## config.mk

```make
export PLATFORM = sky130hd
export DESIGN_NAME = hc_irq_top
export DESIGN_NICKNAME = d
export VERILOG_FILES = /design/src/rtl/hc_irq_pkg.sv /design/src/rtl/hc_chan_cell.sv /design/src/rtl/hc_irq_summary.sv /design/src/rtl/hc_irq_top.sv
export SDC_FILE = /design/constraint.sdc
export NUM_CORES = 1
export LEC_CHECK = 0
export BUFFER_PORTS_ARGS = -buffer_cell sky130_fd_sc_hd__buf_2
export CAP_MARGIN = 20
export CORE_AREA = 5 5 165 167
export DETAILED_ROUTE_END_ITERATION = 16
export DIE_AREA = 0 0 170 172
export PLACE_DENSITY = 0.72
export SYNTH_ARGS = -nofsm -noshare
export SYNTH_HDL_FRONTEND = slang
export SYNTH_SLANG_ARGS = --single-unit
```

## constraint.sdc

```tcl
create_clock -name clk -period 1.45 [get_ports clk]
set_input_delay 0.145 -clock clk [delete_from_list [all_inputs] [get_ports clk]]
set_output_delay 0.145 -clock clk [all_outputs]
set_load 0.005 [all_outputs]
```

## src/rtl/hc_irq_pkg.sv

```systemverilog
package hc_irq_pkg;
  localparam int NEV = 14;
  // events that may interrupt under descriptor DMA: 13,12,11,1,0
  localparam logic [NEV-1:0] DESC_ALLOW = 14'h3803;
  // excessive transaction error, never masked in descriptor mode
  localparam logic [NEV-1:0] DESC_FORCE = 14'h1000;

  typedef enum logic [1:0] {
    OP_STS_CLR = 2'd0,
    OP_MASK_WR = 2'd1,
    OP_SUM_SET = 2'd2,
    OP_SUM_CLR = 2'd3
  } wr_op_e;
endpackage

```

## src/rtl/hc_chan_cell.sv

```systemverilog
module hc_chan_cell
  import hc_irq_pkg::*;
(
  input  logic           clk,
  input  logic           rst,
  input  logic [NEV-1:0] evt_i,
  input  logic           desc_i,
  input  logic           clr_we,
  input  logic           mask_we,
  input  logic [NEV-1:0] wdata,
  output logic [NEV-1:0] status_o,
  output logic [NEV-1:0] mask_o,
  output logic           irq_o
);
  logic [NEV-1:0] status_q, mask_q, clr_vec, eff_mask;
  logic           irq_q;

  assign clr_vec  = clr_we ? wdata : '0;
  assign eff_mask = desc_i ? ((mask_q & DESC_ALLOW) | DESC_FORCE) : mask_q;

  always_ff @(posedge clk) begin
    if (rst) begin
      status_q <= '0;
      mask_q   <= '0;
      irq_q    <= 1'b0;
    end else begin
      status_q <= (status_q & ~clr_vec) | evt_i;
      if (mask_we) mask_q <= wdata;
      irq_q <= |(status_q & eff_mask);
    end
  end

  assign status_o = status_q;
  assign mask_o   = mask_q;
  assign irq_o    = irq_q;

  AST_EVT_SETS: assert property (@(posedge clk) disable iff (rst)
    (evt_i != '0) |=> ((status_q & $past(evt_i)) == $past(evt_i)));
  AST_W1C_CLEARS: assert property (@(posedge clk) disable iff (rst)
    ((clr_vec & ~evt_i) != '0) |=> ((status_q & $past(clr_vec & ~evt_i)) == '0));
  AST_DESC_FORCE: assert property (@(posedge clk) disable iff (rst)
    (desc_i && status_q[12]) |=> irq_q);
  AST_DESC_GATE: assert property (@(posedge clk) disable iff (rst)
    (desc_i && ((status_q & DESC_ALLOW) == '0)) |=> !irq_q);
endmodule

```

## src/rtl/hc_irq_summary.sv

```systemverilog
module hc_irq_summary #(
  parameter int NCH = 8
) (
  input  logic           clk,
  input  logic           rst,
  input  logic [NCH-1:0] sum_i,
  input  logic           set_we,
  input  logic           clr_we,
  input  logic [NCH-1:0] wdata,
  output logic           host_irq_o
);
  logic [NCH-1:0] smask_q;
  logic           host_q;

  always_ff @(posedge clk) begin
    if (rst) begin
      smask_q <= '0;
      host_q  <= 1'b0;
    end else begin
      if (set_we)      smask_q <= smask_q | wdata;
      else if (clr_we) smask_q <= smask_q & ~wdata;
      host_q <= |(sum_i & smask_q);
    end
  end

  assign host_irq_o = host_q;

  AST_HOST_RAISE: assert property (@(posedge clk) disable iff (rst)
    ((sum_i & smask_q) != '0) |=> host_q);
  AST_SMASK_SET: assert property (@(posedge clk) disable iff (rst)
    set_we |=> ((smask_q & $past(wdata)) == $past(wdata)));
  AST_SMASK_CLR: assert property (@(posedge clk) disable iff (rst)
    clr_we |=> ((smask_q & $past(wdata)) == '0));
endmodule

```

## src/rtl/hc_irq_top.sv

```systemverilog
module hc_irq_top
  import hc_irq_pkg::*;
#(
  parameter int NCH = 8,
  localparam int CW = (NCH > 1) ? $clog2(NCH) : 1
) (
  input  logic               clk,
  input  logic               rst,
  input  logic [NCH*NEV-1:0] evt_i,
  input  logic [NCH-1:0]     desc_mode_i,
  input  logic               wr_en,
  input  logic [1:0]         wr_op,
  input  logic [CW-1:0]      wr_chan,
  input  logic [31:0]        wr_data,
  input  logic [CW-1:0]      rd_chan,
  output logic [31:0]        rd_status_o,
  output logic [31:0]        rd_mask_o,
  output logic [NCH-1:0]     chan_sum_o,
  output logic               host_irq_o
);
  logic [NEV-1:0] sts_arr [NCH];
  logic [NEV-1:0] msk_arr [NCH];
  logic [NCH-1:0] irq_vec;
  logic [31:0]    rd_sts_q, rd_msk_q;

  for (genvar c = 0; c < NCH; c++) begin : g_chan
    hc_chan_cell u_cell (
      .clk     (clk),
      .rst     (rst),
      .evt_i   (evt_i[c*NEV +: NEV]),
      .desc_i  (desc_mode_i[c]),
      .clr_we  (wr_en && wr_op == OP_STS_CLR && wr_chan == CW'(c)),
      .mask_we (wr_en && wr_op == OP_MASK_WR && wr_chan == CW'(c)),
      .wdata   (wr_data[NEV-1:0]),
      .status_o(sts_arr[c]),
      .mask_o  (msk_arr[c]),
      .irq_o   (irq_vec[c])
    );
  end

  hc_irq_summary #(.NCH(NCH)) u_sum (
    .clk       (clk),
    .rst       (rst),
    .sum_i     (irq_vec),
    .set_we    (wr_en && wr_op == OP_SUM_SET),
    .clr_we    (wr_en && wr_op == OP_SUM_CLR),
    .wdata     (wr_data[NCH-1:0]),
    .host_irq_o(host_irq_o)
  );

  always_ff @(posedge clk) begin
    if (rst) begin
      rd_sts_q <= '0;
      rd_msk_q <= '0;
    end else begin
      rd_sts_q <= {{(32-NEV){1'b0}}, sts_arr[rd_chan]};
      rd_msk_q <= {{(32-NEV){1'b0}}, msk_arr[rd_chan]};
    end
  end

  assign rd_status_o = rd_sts_q;
  assign rd_mask_o   = rd_msk_q;
  assign chan_sum_o  = irq_vec;

  AST_RD_FOLLOWS: assert property (@(posedge clk) disable iff (rst)
    1'b1 |=> (rd_status_o[NEV-1:0] == $past(sts_arr[rd_chan])));
endmodule

```

==> metrics.cfg, run 1 <==
[power_and_ir_drop]
clkPwrFrac_pct = 40.5
p_leak_nw = 6.926
power_density_nw_per_um2 = 1062
irDropWorstVdd_v = 0.001014
p_sw_share_pct = 25.28
power.switching_mw = 4.251
p_int_mw = 12.57
share_comb_of_total_power_pct = 11.7
seqPwrFrac_pct = 47.8

[floorplanning]
initial_utilization_pct = 48.77
core_um2 = 25620
io_pins = 236
die_w_um = 170
die_height_um = 172
rows = 59
dieArea_um2 = 29240

[grt]
grt_pass1_vias = 11000
grt_overflow = 0
antenna_found_initial = 0
grt_usage_pct = 28.92
grt_max_degree = 73
grt_pass1_wl_um = 65660

[finish]
drive_above_1_share_pct = 22.90
finalNetCount = 1679
area_growth_pct = 26.73
final_cells = 1868
antenna_cells = 0
n_fill_cell = 1957

[placement]
io_buffers = 181
hpwl_um = 29600
place_congestion = 0.9625
dp.cells = 1706
place_ws_ns = -0.1127

[yosys]
synth-edff-count = 0
synth-async-reset-ratio_pct = 0
syn_area_um2 = 12490
yosysWarnings = 0
synthCells = 1239
yosysUniqueCellTypes = 35
ys_dominant_reg_cell = dfxtp_1
synth_area_leaders = dfxtp_1 (43%), mux4_2 (10%), mux2i_1 (9.0%)
syn_area_per_cell_um2 = 10.08
yosysTopAreaCell = dfxtp_1
yosys-top-cells-count = dfxtp_1 (269), nand2b_1 (126), mux2i_1 (112)
yosysTopAreaCellShare_pct = 43.10
seq_area_frac_synth_pct = 43.10
synth.most_common_cell = dfxtp_1
ys_seq_elements = 269

[cts]
clk_latency_ns = 0.54
cts_buffers = 26
cts_sinks = 269
cts_buffer_depth = 3
cts_tree = yes
postCtsSetupBuffers = 0
cts_htree_levels = 1
cts.clk_slew.worst_paths_ns = 0.07
root_buffer = clkbuf_16

[detailed_routing]
drtAntennaViolNets = 0
drc = 0
num_vias = 11350
routedWlPerCell_um = 23.29
drtIter0Drc = 1394
wirelength_um = 43520
routed_via_density = 6.078
drtPass1Iterations = 6

[sta]
final_hold_viol_count = 0
rsz0062_at_grt = false
period_share_pct = 97.42
max_freq_mhz = 707.9
fin_crit_ns = 1.413
slew_headroom_pct = 61.46
slew_violations = 0
worst_slack_ns = 0.03736
tightest_slew_ns = 0.5780
setup-violations-final = 0
clock_skew_ns = 0.01223

[setup_path]
endpoint_kind = flip-flop
cp-start-kind = flip-flop
cpPeakStageDelay_ns = 0.45
arrival_ns = 1.83
cp_cell_sequence = a22oi_1, a41o_1, a41oi_2
critPathSlowestCell = dfxtp_1
cp.required_ns = 1.87
worstSetupPathType = flip-flop to flip-flop
crit_fanout = 3

[run]
max_cap_viol_count = 0

[status]
outcome = complete, no violations

[min_path]
hold_path.class = primary input to flip-flop

-- metal layers --
layer  wire [µm]  GRT usage, %  share of wire [%]
met1       17730         41.71                 41
met2       18710         43.40                 43
met3        5659         7.247                 13
met4        1410         8.090                3.2
met5           0             0                  0
-- power groups by stage --
stage / registers, mW / logic [mW] / clock network, mW
3_5_place_dp: 8.16 / 1.64 / 0
2_1_floorplan: 8.00 / 1.05 / 0
3_3_place_gp: 8.15 / 1.61 / 0
4_1_cts: 8.00 / 1.89 / 6.82
5_1_grt: 8.04 / 2.10 / 7.12
6_report: 8.04 / 1.97 / 6.82
-- flip-flops by register name, indices dropped and copies added, names as in the netlist, named ones only --
name	count
rd_mask_o	14
g_chan.u_cell.irq_o	8
g_chan.u_cell.mask_o	112
rd_status_o	14
g_chan.u_cell.status_o	112
u_sum.host_irq_o	1
-- metrics by stage --
step	instance area [µm²]	total power, mW	hold slack (ns)	utilization, %	TNS [ns]
global route	15830	17.26	0.03569	61.81	0
finish	15830	16.82	0.02233	61.81	0
global placement	13810	9.762	0.3797	53.91	-0.5882
CTS	15830	16.70	0.0007011	61.78	0
detailed placement	13810	9.797	0.3831	53.91	-1.122
floorplan	12620	9.050	0.2547	-	0
-- cell type report --
class	instances	area, µm²	area share, %
Timing Repair Buffer	355	2711	17.13
Clock buffer	40	784.5	4.955
Multi-Input combinational cell	780	6158	38.90
Tap cell	335	419.2	2.647
Clock inverter	5	58.81	0.3714
Inverter	84	315.3	1.991
Sequential cell	269	5385	34.01
-- critical path, delay by kind of cell, from the launching register on --
kind | cells | cell delay [ns]
compound gates | 3 | 0.84
flops | 1 | 0.45
-- cell usage in the layout, fill, tap and decap left out, types with 2 or more instances in the layout --
master	Yosys	layout
a22o_1	28	28
clkbuf_8	0	6
nand2_2	3	3
dlygate4sd3_1	0	117
buf_4	56	41
clkbuf_16	0	27
inv_1	84	84
dfxtp_1	269	269
clkinvlp_4	0	2
a21oi_1	92	92
nor4b_2	8	8
and2_1	2	2
nor4b_1	20	20
nand3_1	14	14
nor2_1	30	29
o21a_1	8	8
a22oi_1	52	52
nor2b_1	3	2
nand3_2	2	2
nand2b_1	126	126
clkbuf_1	42	7
o21ai_0	92	92
buf_2	23	180
mux2i_1	112	112
conb_1	1	36
buf_12	0	16
nor3_1	28	28
a41oi_1	9	8
a41o_1	8	8
nand2_1	10	10
mux4_2	56	56
nand3b_1	28	28
a311oi_1	8	8
-- worst paths after layout --
kind	from	end	slack, ns	cells after the start
max reg2reg	g_chan[6].u_cell.status_o[6]	g_chan[6].u_cell.irq_o	0.04	3
min	wr_op[0]	flip-flop	0.02	3
min reg2reg	g_chan[4].u_cell.mask_o[3]	g_chan[4].u_cell.mask_o[3]	0.49	2
max	g_chan[6].u_cell.status_o[6]	g_chan[6].u_cell.irq_o	0.04	3
-- kinds of logic (layout without fill, tap and decap cells) --
| family | Yosys count | count (layout) | synth area share [%] |
|---|---|---|---|
| muxes | 168 | 168 | 19.07 |
| buffers and inverters | 225 | 484 | 8.793 |
| other | 1 | 36 | 0.03002 |
| AOI/OAI and AO/OA | 297 | 297 | 14.77 |
| and+or+nand+nor | 279 | 279 | 14.23 |
| DFF | 269 | 269 | 43.10 |
-- repair_timing --
item,in CTS,in global routing
hold buffers,117,0
endpoints found under the hold margin,117,0
resized for setup,0,1
setup endpoints to repair,0,1
Note: power is estimated with default switching activity, not from simulation.
==> run 2, diff against run 1 <==
--- a/config.mk
+++ b/config.mk
@@ -10,7 +10,7 @@
 export CORE_AREA = 5 5 165 167
 export DETAILED_ROUTE_END_ITERATION = 16
 export DIE_AREA = 0 0 170 172
-export PLACE_DENSITY = 0.72
+export PLACE_DENSITY = 0.69
 export SYNTH_ARGS = -nofsm -noshare
 export SYNTH_HDL_FRONTEND = slang
 export SYNTH_SLANG_ARGS = --single-unit
==> constraint.sdc (replaced) <==
create_clock -name clk -period 1.38 [get_ports clk]
set_input_delay 0.138 -clock clk [delete_from_list [all_inputs] [get_ports clk]]
set_output_delay 0.138 -clock clk [all_outputs]
set_load 0.005 [all_outputs]
==> metrics.cfg, run 2 (synthesis gave the netlist of run 1 again) <==
[status]
outcome = complete, no violations

[cts]
cts_tree = yes
cts_buffer_depth = 3  ; unchanged
cts.clk_slew.worst_paths_ns = 0.06  ; about the same
clk_latency_ns = 0.55  ; about the same
cts_htree_levels = 1  ; unchanged
cts_buffers = 28  ; +7.7%
cts_sinks = 269  ; unchanged
root_buffer = clkbuf_16

[power_and_ir_drop]
p_leak_nw = 7.083  ; +2.3%
total_power_mw = 18.02  ; +7.1%
irDropWorstVdd_v = 0.001010  ; -0.40%
power_density_nw_per_um2 = 1121  ; +5.6%

[setup_path]
cp_cell_sequence = a22oi_1, a41o_1, a41oi_1, buf_4
cpPeakStageDelay_ns = 0.47  ; +0.02 ns
cp-start-kind = flip-flop
arrival_ns = 1.85  ; +0.02 ns
crit_fanout = 3  ; unchanged
worstSetupPathType = flip-flop to flip-flop
cp.required_ns = 1.86  ; about the same
endpoint_kind = flip-flop
critPathSlowestCell = dfxtp_1

[floorplanning]
initial_utilization_pct = 48.77  ; unchanged
io_pins = 236  ; unchanged
die_w_um = 170  ; unchanged
rows = 59  ; unchanged
dieArea_um2 = 29240  ; unchanged
core_um2 = 25620  ; unchanged
die_height_um = 172  ; unchanged

[grt]
grt_pass1_wl_um = 65980  ; +0.48%
grt_max_degree = 58  ; -21%
antenna_found_initial = 1  ; +1
grt_pass1_vias = 10960  ; -0.40%
grt_overflow = 0  ; unchanged
grt_usage_pct = 29.06  ; +0.14 points

[sta]
setup-violations-final = 0  ; unchanged
rsz0062_at_grt = false
setup_tns_ns = 0  ; unchanged
slew_violations = 0  ; unchanged
clock_skew_ns = 0.01284  ; +0.0006070 ns
final_hold_viol_count = 0  ; unchanged
period_share_pct = 98.90  ; +1.5 points
fin_crit_ns = 1.365  ; -0.04779 ns
max_freq_mhz = 732.7  ; +3.5%

[placement]
place_area_um2 = 13880  ; +0.53%
hpwl_um = 30060  ; +1.6%
place_congestion = 0.9543  ; -0.85%
io_buffers = 181  ; unchanged

[detailed_routing]
drtIter0Drc = 1458  ; +4.6%
routedWlPerCell_um = 23.29  ; about the same
wirelength_um = 44020  ; +1.2%
routed_via_density = 5.982  ; -1.6%
num_vias = 11310  ; -0.42%
drtAntennaViolNets = 0  ; unchanged
drtPass1Iterations = 5  ; -1
drc = 0  ; unchanged

[finish]
final_cell_mix = dfxtp_1 (265), buf_2 (176), nand2b_1 (126)
n_fill_cell = 1979  ; +1.1%
fin_area_um2 = 16070  ; +1.5%
drive_above_1_share_pct = 23.94  ; +1.0 points
final_common_cell = dfxtp_1
finalNetCount = 1697  ; +1.1%
area_growth_pct = 28.64

[run]
max_cap_viol_count = 0  ; unchanged

[min_path]
hold_path.class = primary input to flip-flop

[run 2: cell count changes in the layout (fill, tap and decap cells not counted), moves of 4 or more]
cell           before  now
buf_2             180  176
buf_4              41   48
clkbuf_4            0    4
clkinv_2            1    8
dfxtp_1           269  265
dfxtp_2             0    4
dlygate4sd3_1     117  124
[run 2: timing repair]
item / CTS / global route
setup buffers: 0 / 0
hold endpoints to repair: 120 / 0
setup endpoints to repair: 0 / 9
resized for setup: 0 / 12
hold buffers: 125 / 0
[run 2: final timing paths]
kind | cells after the start | slack (ns) | from | endpoint
min reg2reg | 2 | 0.50 | g_chan[4].u_cell.mask_o[7] | g_chan[4].u_cell.mask_o[7]
max | 4 | 0.02 | g_chan[7].u_cell.status_o[5] | g_chan[7].u_cell.irq_o
min | 4 | 0.05 | wr_data[9] | g_chan[7].u_cell.status_o[9]
max reg2reg | 4 | 0.02 | g_chan[7].u_cell.status_o[5] | g_chan[7].u_cell.irq_o
[run 2: through the flow]
step	hold WS, ns	utilization [%]	std cells	worst slack, ns
final	0.04858	62.74	1890	0.01515
after global routing	0.04108	62.74	1890	0.002755
after CTS	0.006236	62.61	1889	0.01105
after detailed placement	0.3794	54.20	1714	-0.2193
after global placement	0.3723	54.20	1714	-0.1542
after floorplan	0.2477	-	1274	0.008499
[run 2: cell type report]
class	count	area, µm²	area share [%]
multi-input cells	780	6163	38.35
inverters	84	315.3	1.962
well taps	335	419.2	2.608
diodes	1	2.502	0.01557
repair buffers	371	2877	17.90
flip-flops and latches	269	5390	33.54
clock buffers	39	802.0	4.990
clock inverters	11	102.6	0.6384
[run 2: routing by layer]
metal  share of wire (%)  GRT usage [%]  vias to the layer above
met1                  43          42.78                     5417
li1                    -              -                     4956
met3                  12          7.590                      101
met5                   0              0                        -
met4                 3.1          7.986                        0
met2                  42          42.41                      832
[run 2: report_power, final]
| part | internal, mW | total [mW] | switching [mW] |
|---|---|---|---|
| combinational | 1.07 | 2.12 | 1.05 |
| clock | 4.25 | 7.44 | 3.19 |
| sequential | 8.09 | 8.46 | 0.370 |
[run 2: worst max-delay path, delay by kind of cell, from the launching register on]
| family | cells | cell delay, ns |
|---|---|---|
| buffers and inverters | 1 | 0.15 |
| AO/OA/AOI/OAI | 3 | 0.68 |
| flip-flops | 1 | 0.47 |
==> run 3, diff against run 2 <==
--- a/config.mk
+++ b/config.mk
@@ -10,7 +10,7 @@
 export CORE_AREA = 5 5 165 167
 export DETAILED_ROUTE_END_ITERATION = 16
 export DIE_AREA = 0 0 170 172
-export PLACE_DENSITY = 0.69
+export PLACE_DENSITY = 0.72
 export SYNTH_ARGS = -nofsm -noshare
 export SYNTH_HDL_FRONTEND = slang
 export SYNTH_SLANG_ARGS = --single-unit
==> constraint.sdc (replaced) <==
create_clock -name clk -period 1.24 [get_ports clk]
set_input_delay 0.124 -clock clk [delete_from_list [all_inputs] [get_ports clk]]
set_output_delay 0.124 -clock clk [all_outputs]
set_load 0.005 [all_outputs]
==> metrics.cfg, run 3 (synthesis gave the netlist of run 1 again) <==
[status]
outcome = finished, violations left
failed_checks = negative setup slack

[power_and_ir_drop]
total_power_mw = 19.88  ; +10%
p_leak_nw = 7.248  ; +2.3%
p_sw_share_pct = 24.99  ; -0.59 points
power_density_nw_per_um2 = 1203  ; +7.3%
share_comb_of_total_power_pct = 12.6  ; +0.8 points
p_int_mw = 14.91  ; +11%
power.switching_mw = 4.967  ; +7.8%
seqPwrFrac_pct = 47.5  ; +0.5 points
clkPwrFrac_pct = 39.9  ; -1.4 points
irDropWorstVdd_v = 0.001188  ; +18%

[grt]
grt_overflow = 0  ; unchanged
antenna_found_initial = 0  ; -1
grt_max_degree = 57  ; -1.7%
grt_usage_pct = 29.56  ; +0.50 points
grtUsageMet3_pct = 8.893  ; +1.3 points
met1_usage_pct = 41.34  ; -1.4 points
grt_use_met2_pct = 44.35  ; +1.9 points
grt_pass1_vias = 11510  ; +5.0%
grt_pass1_wl_um = 67300  ; +2.0%
grt_busiest_layer = met2

[finish]
final_common_cell = dfxtp_1
fin_area_um2 = 16520  ; +2.8%
antenna_cells = 0  ; -1
finalNetCount = 1724  ; +1.6%
area_growth_pct = 32.22
final_util_pct = 64.48  ; +1.7 points
drive_above_1_share_pct = 29.49  ; +5.6 points
final_cell_mix = dfxtp_1 (223), buf_2 (180), nand2b_1 (121)

[floorplanning]
rows = 59  ; unchanged
initial_utilization_pct = 48.77  ; unchanged
die_w_um = 170  ; unchanged
io_pins = 236  ; unchanged
core_um2 = 25620  ; unchanged
die_height_um = 172  ; unchanged
dieArea_um2 = 29240  ; unchanged

[setup_path]
rrSetupSlack_ns = -0.04  ; -0.05 ns
crit_fanout = 3  ; unchanged
endpoint_kind = flip-flop
cp-start-kind = flip-flop
worstSetupPathType = flip-flop to flip-flop
cp.required_ns = 1.64  ; -0.22 ns
arrival_ns = 1.68  ; -0.17 ns

[sta]
worst_slack_ns = -0.03878  ; -0.05394 ns
final_hold_viol_count = 0  ; unchanged
slew_violations = 0  ; unchanged
setup_tns_ns = -0.04080  ; -0.04080 ns
fin_crit_ns = 1.279  ; -0.08606 ns
max_freq_mhz = 782.0  ; +6.7%
setup-violations-final = 2  ; +2
period_share_pct = 103.1  ; +4.2 points
rsz0062_at_grt = true
clock_skew_ns = 0.005908  ; -0.006930 ns

[cts]
clk_latency_ns = 0.53  ; -0.02 ns
cts_buffers = 26  ; -7.1%
cts_htree_levels = 1  ; unchanged
postCtsSetupBuffers = 0  ; unchanged
cts.clk_slew.worst_paths_ns = 0.06  ; about the same
cts_buffer_depth = 3  ; unchanged
root_buffer = clkbuf_16
cts_tree = yes
cts_sinks = 269  ; unchanged

[detailed_routing]
routed_via_density = 6.009  ; +0.45%
wirelength_um = 44720  ; +1.6%
drtPass1Iterations = 6  ; +1
drtAntennaViolNets = 0  ; unchanged
routedWlPerCell_um = 23.35  ; +0.27%
drc = 0  ; unchanged
num_vias = 11510  ; +1.8%
drtIter0Drc = 1281  ; -12%

[run]
max_cap_viol_count = 0  ; unchanged

[placement]
place_congestion = 0.9798  ; +2.7%
hpwl_um = 30810  ; +2.5%
place_ws_ns = -0.3244  ; -0.1051 ns
place_area_um2 = 14260  ; +2.7%
io_buffers = 181  ; unchanged

[min_path]
hold_path.class = primary input to flip-flop

-- run 3: changes by cell type in the layout (fill, tap and decap cells not counted), moves of 14 or more --
| cell | delta |
|---|---|
| dfxtp_2 | +41 |
| dfxtp_1 | -42 |
| buf_4 | +22 |
| a22oi_1 | -14 |
| a22oi_2 | +14 |
-- run 3: metal layers --
| metal | share of wire (%) | up-vias |
|---|---|---|
| met1 | 40 | 5479 |
| met5 | 0 | - |
| met3 | 13 | 126 |
| met2 | 43 | 891 |
| li1 | - | 5011 |
| met4 | 3.5 | 0 |
-- run 3: path summary, 6_finish.rpt --
kind | cells after the start | endpoint | start
min reg2reg | 2 | g_chan[4].u_cell.mask_o[8] | g_chan[4].u_cell.mask_o[8]
max reg2reg | 3 | g_chan[1].u_cell.irq_o | g_chan[1].u_cell.mask_o[6]
max | 3 | g_chan[1].u_cell.irq_o | g_chan[1].u_cell.mask_o[6]
min | 2 | flip-flop | wr_data[6]
-- run 3: through the flow --
step	hold slack, ns	std cells
detailed placement	0.3641	1752
floorplan	0.2337	1274
CTS	0.01827	1916
finish	0.04066	1915
global placement	0.3597	1752
global route	0.02988	1915
-- run 3: timing repair --
item	in CTS	in global routing
endpoints found under the hold margin	128	0
pin swaps	9	12
resized for setup	30	51
endpoints found under the setup margin	7	27
hold buffers	120	0
-- run 3: power by group through the flow --
stage	Combinational (mW)	Clock, mW	Sequential (mW)
6_report	2.50	7.94	9.43
5_1_grt	2.66	8.31	9.44
4_1_cts	2.38	7.97	9.37
3_5_place_dp	2.08	0	9.55
3_3_place_gp	2.04	0	9.54
2_1_floorplan	1.24	0	9.36
-- run 3: cell type report --
class | count | area [µm²]
Tap cell | 335 | 419.2
Inverter | 84 | 315.3
Multi-Input combinational cell | 780 | 6291
Clock inverter | 7 | 60.06
Clock buffer | 40 | 794.5
Fill cell | 1873 | 9097
Sequential cell | 269 | 5445
Timing Repair Buffer | 400 | 3193
-- run 3: worst max-delay path, stage by stage, from the launching register on --
cell	delay [ns]
dfxtp_1	0.37
a22oi_1	0.14
a41o_1	0.30
a41oi_1	0.35
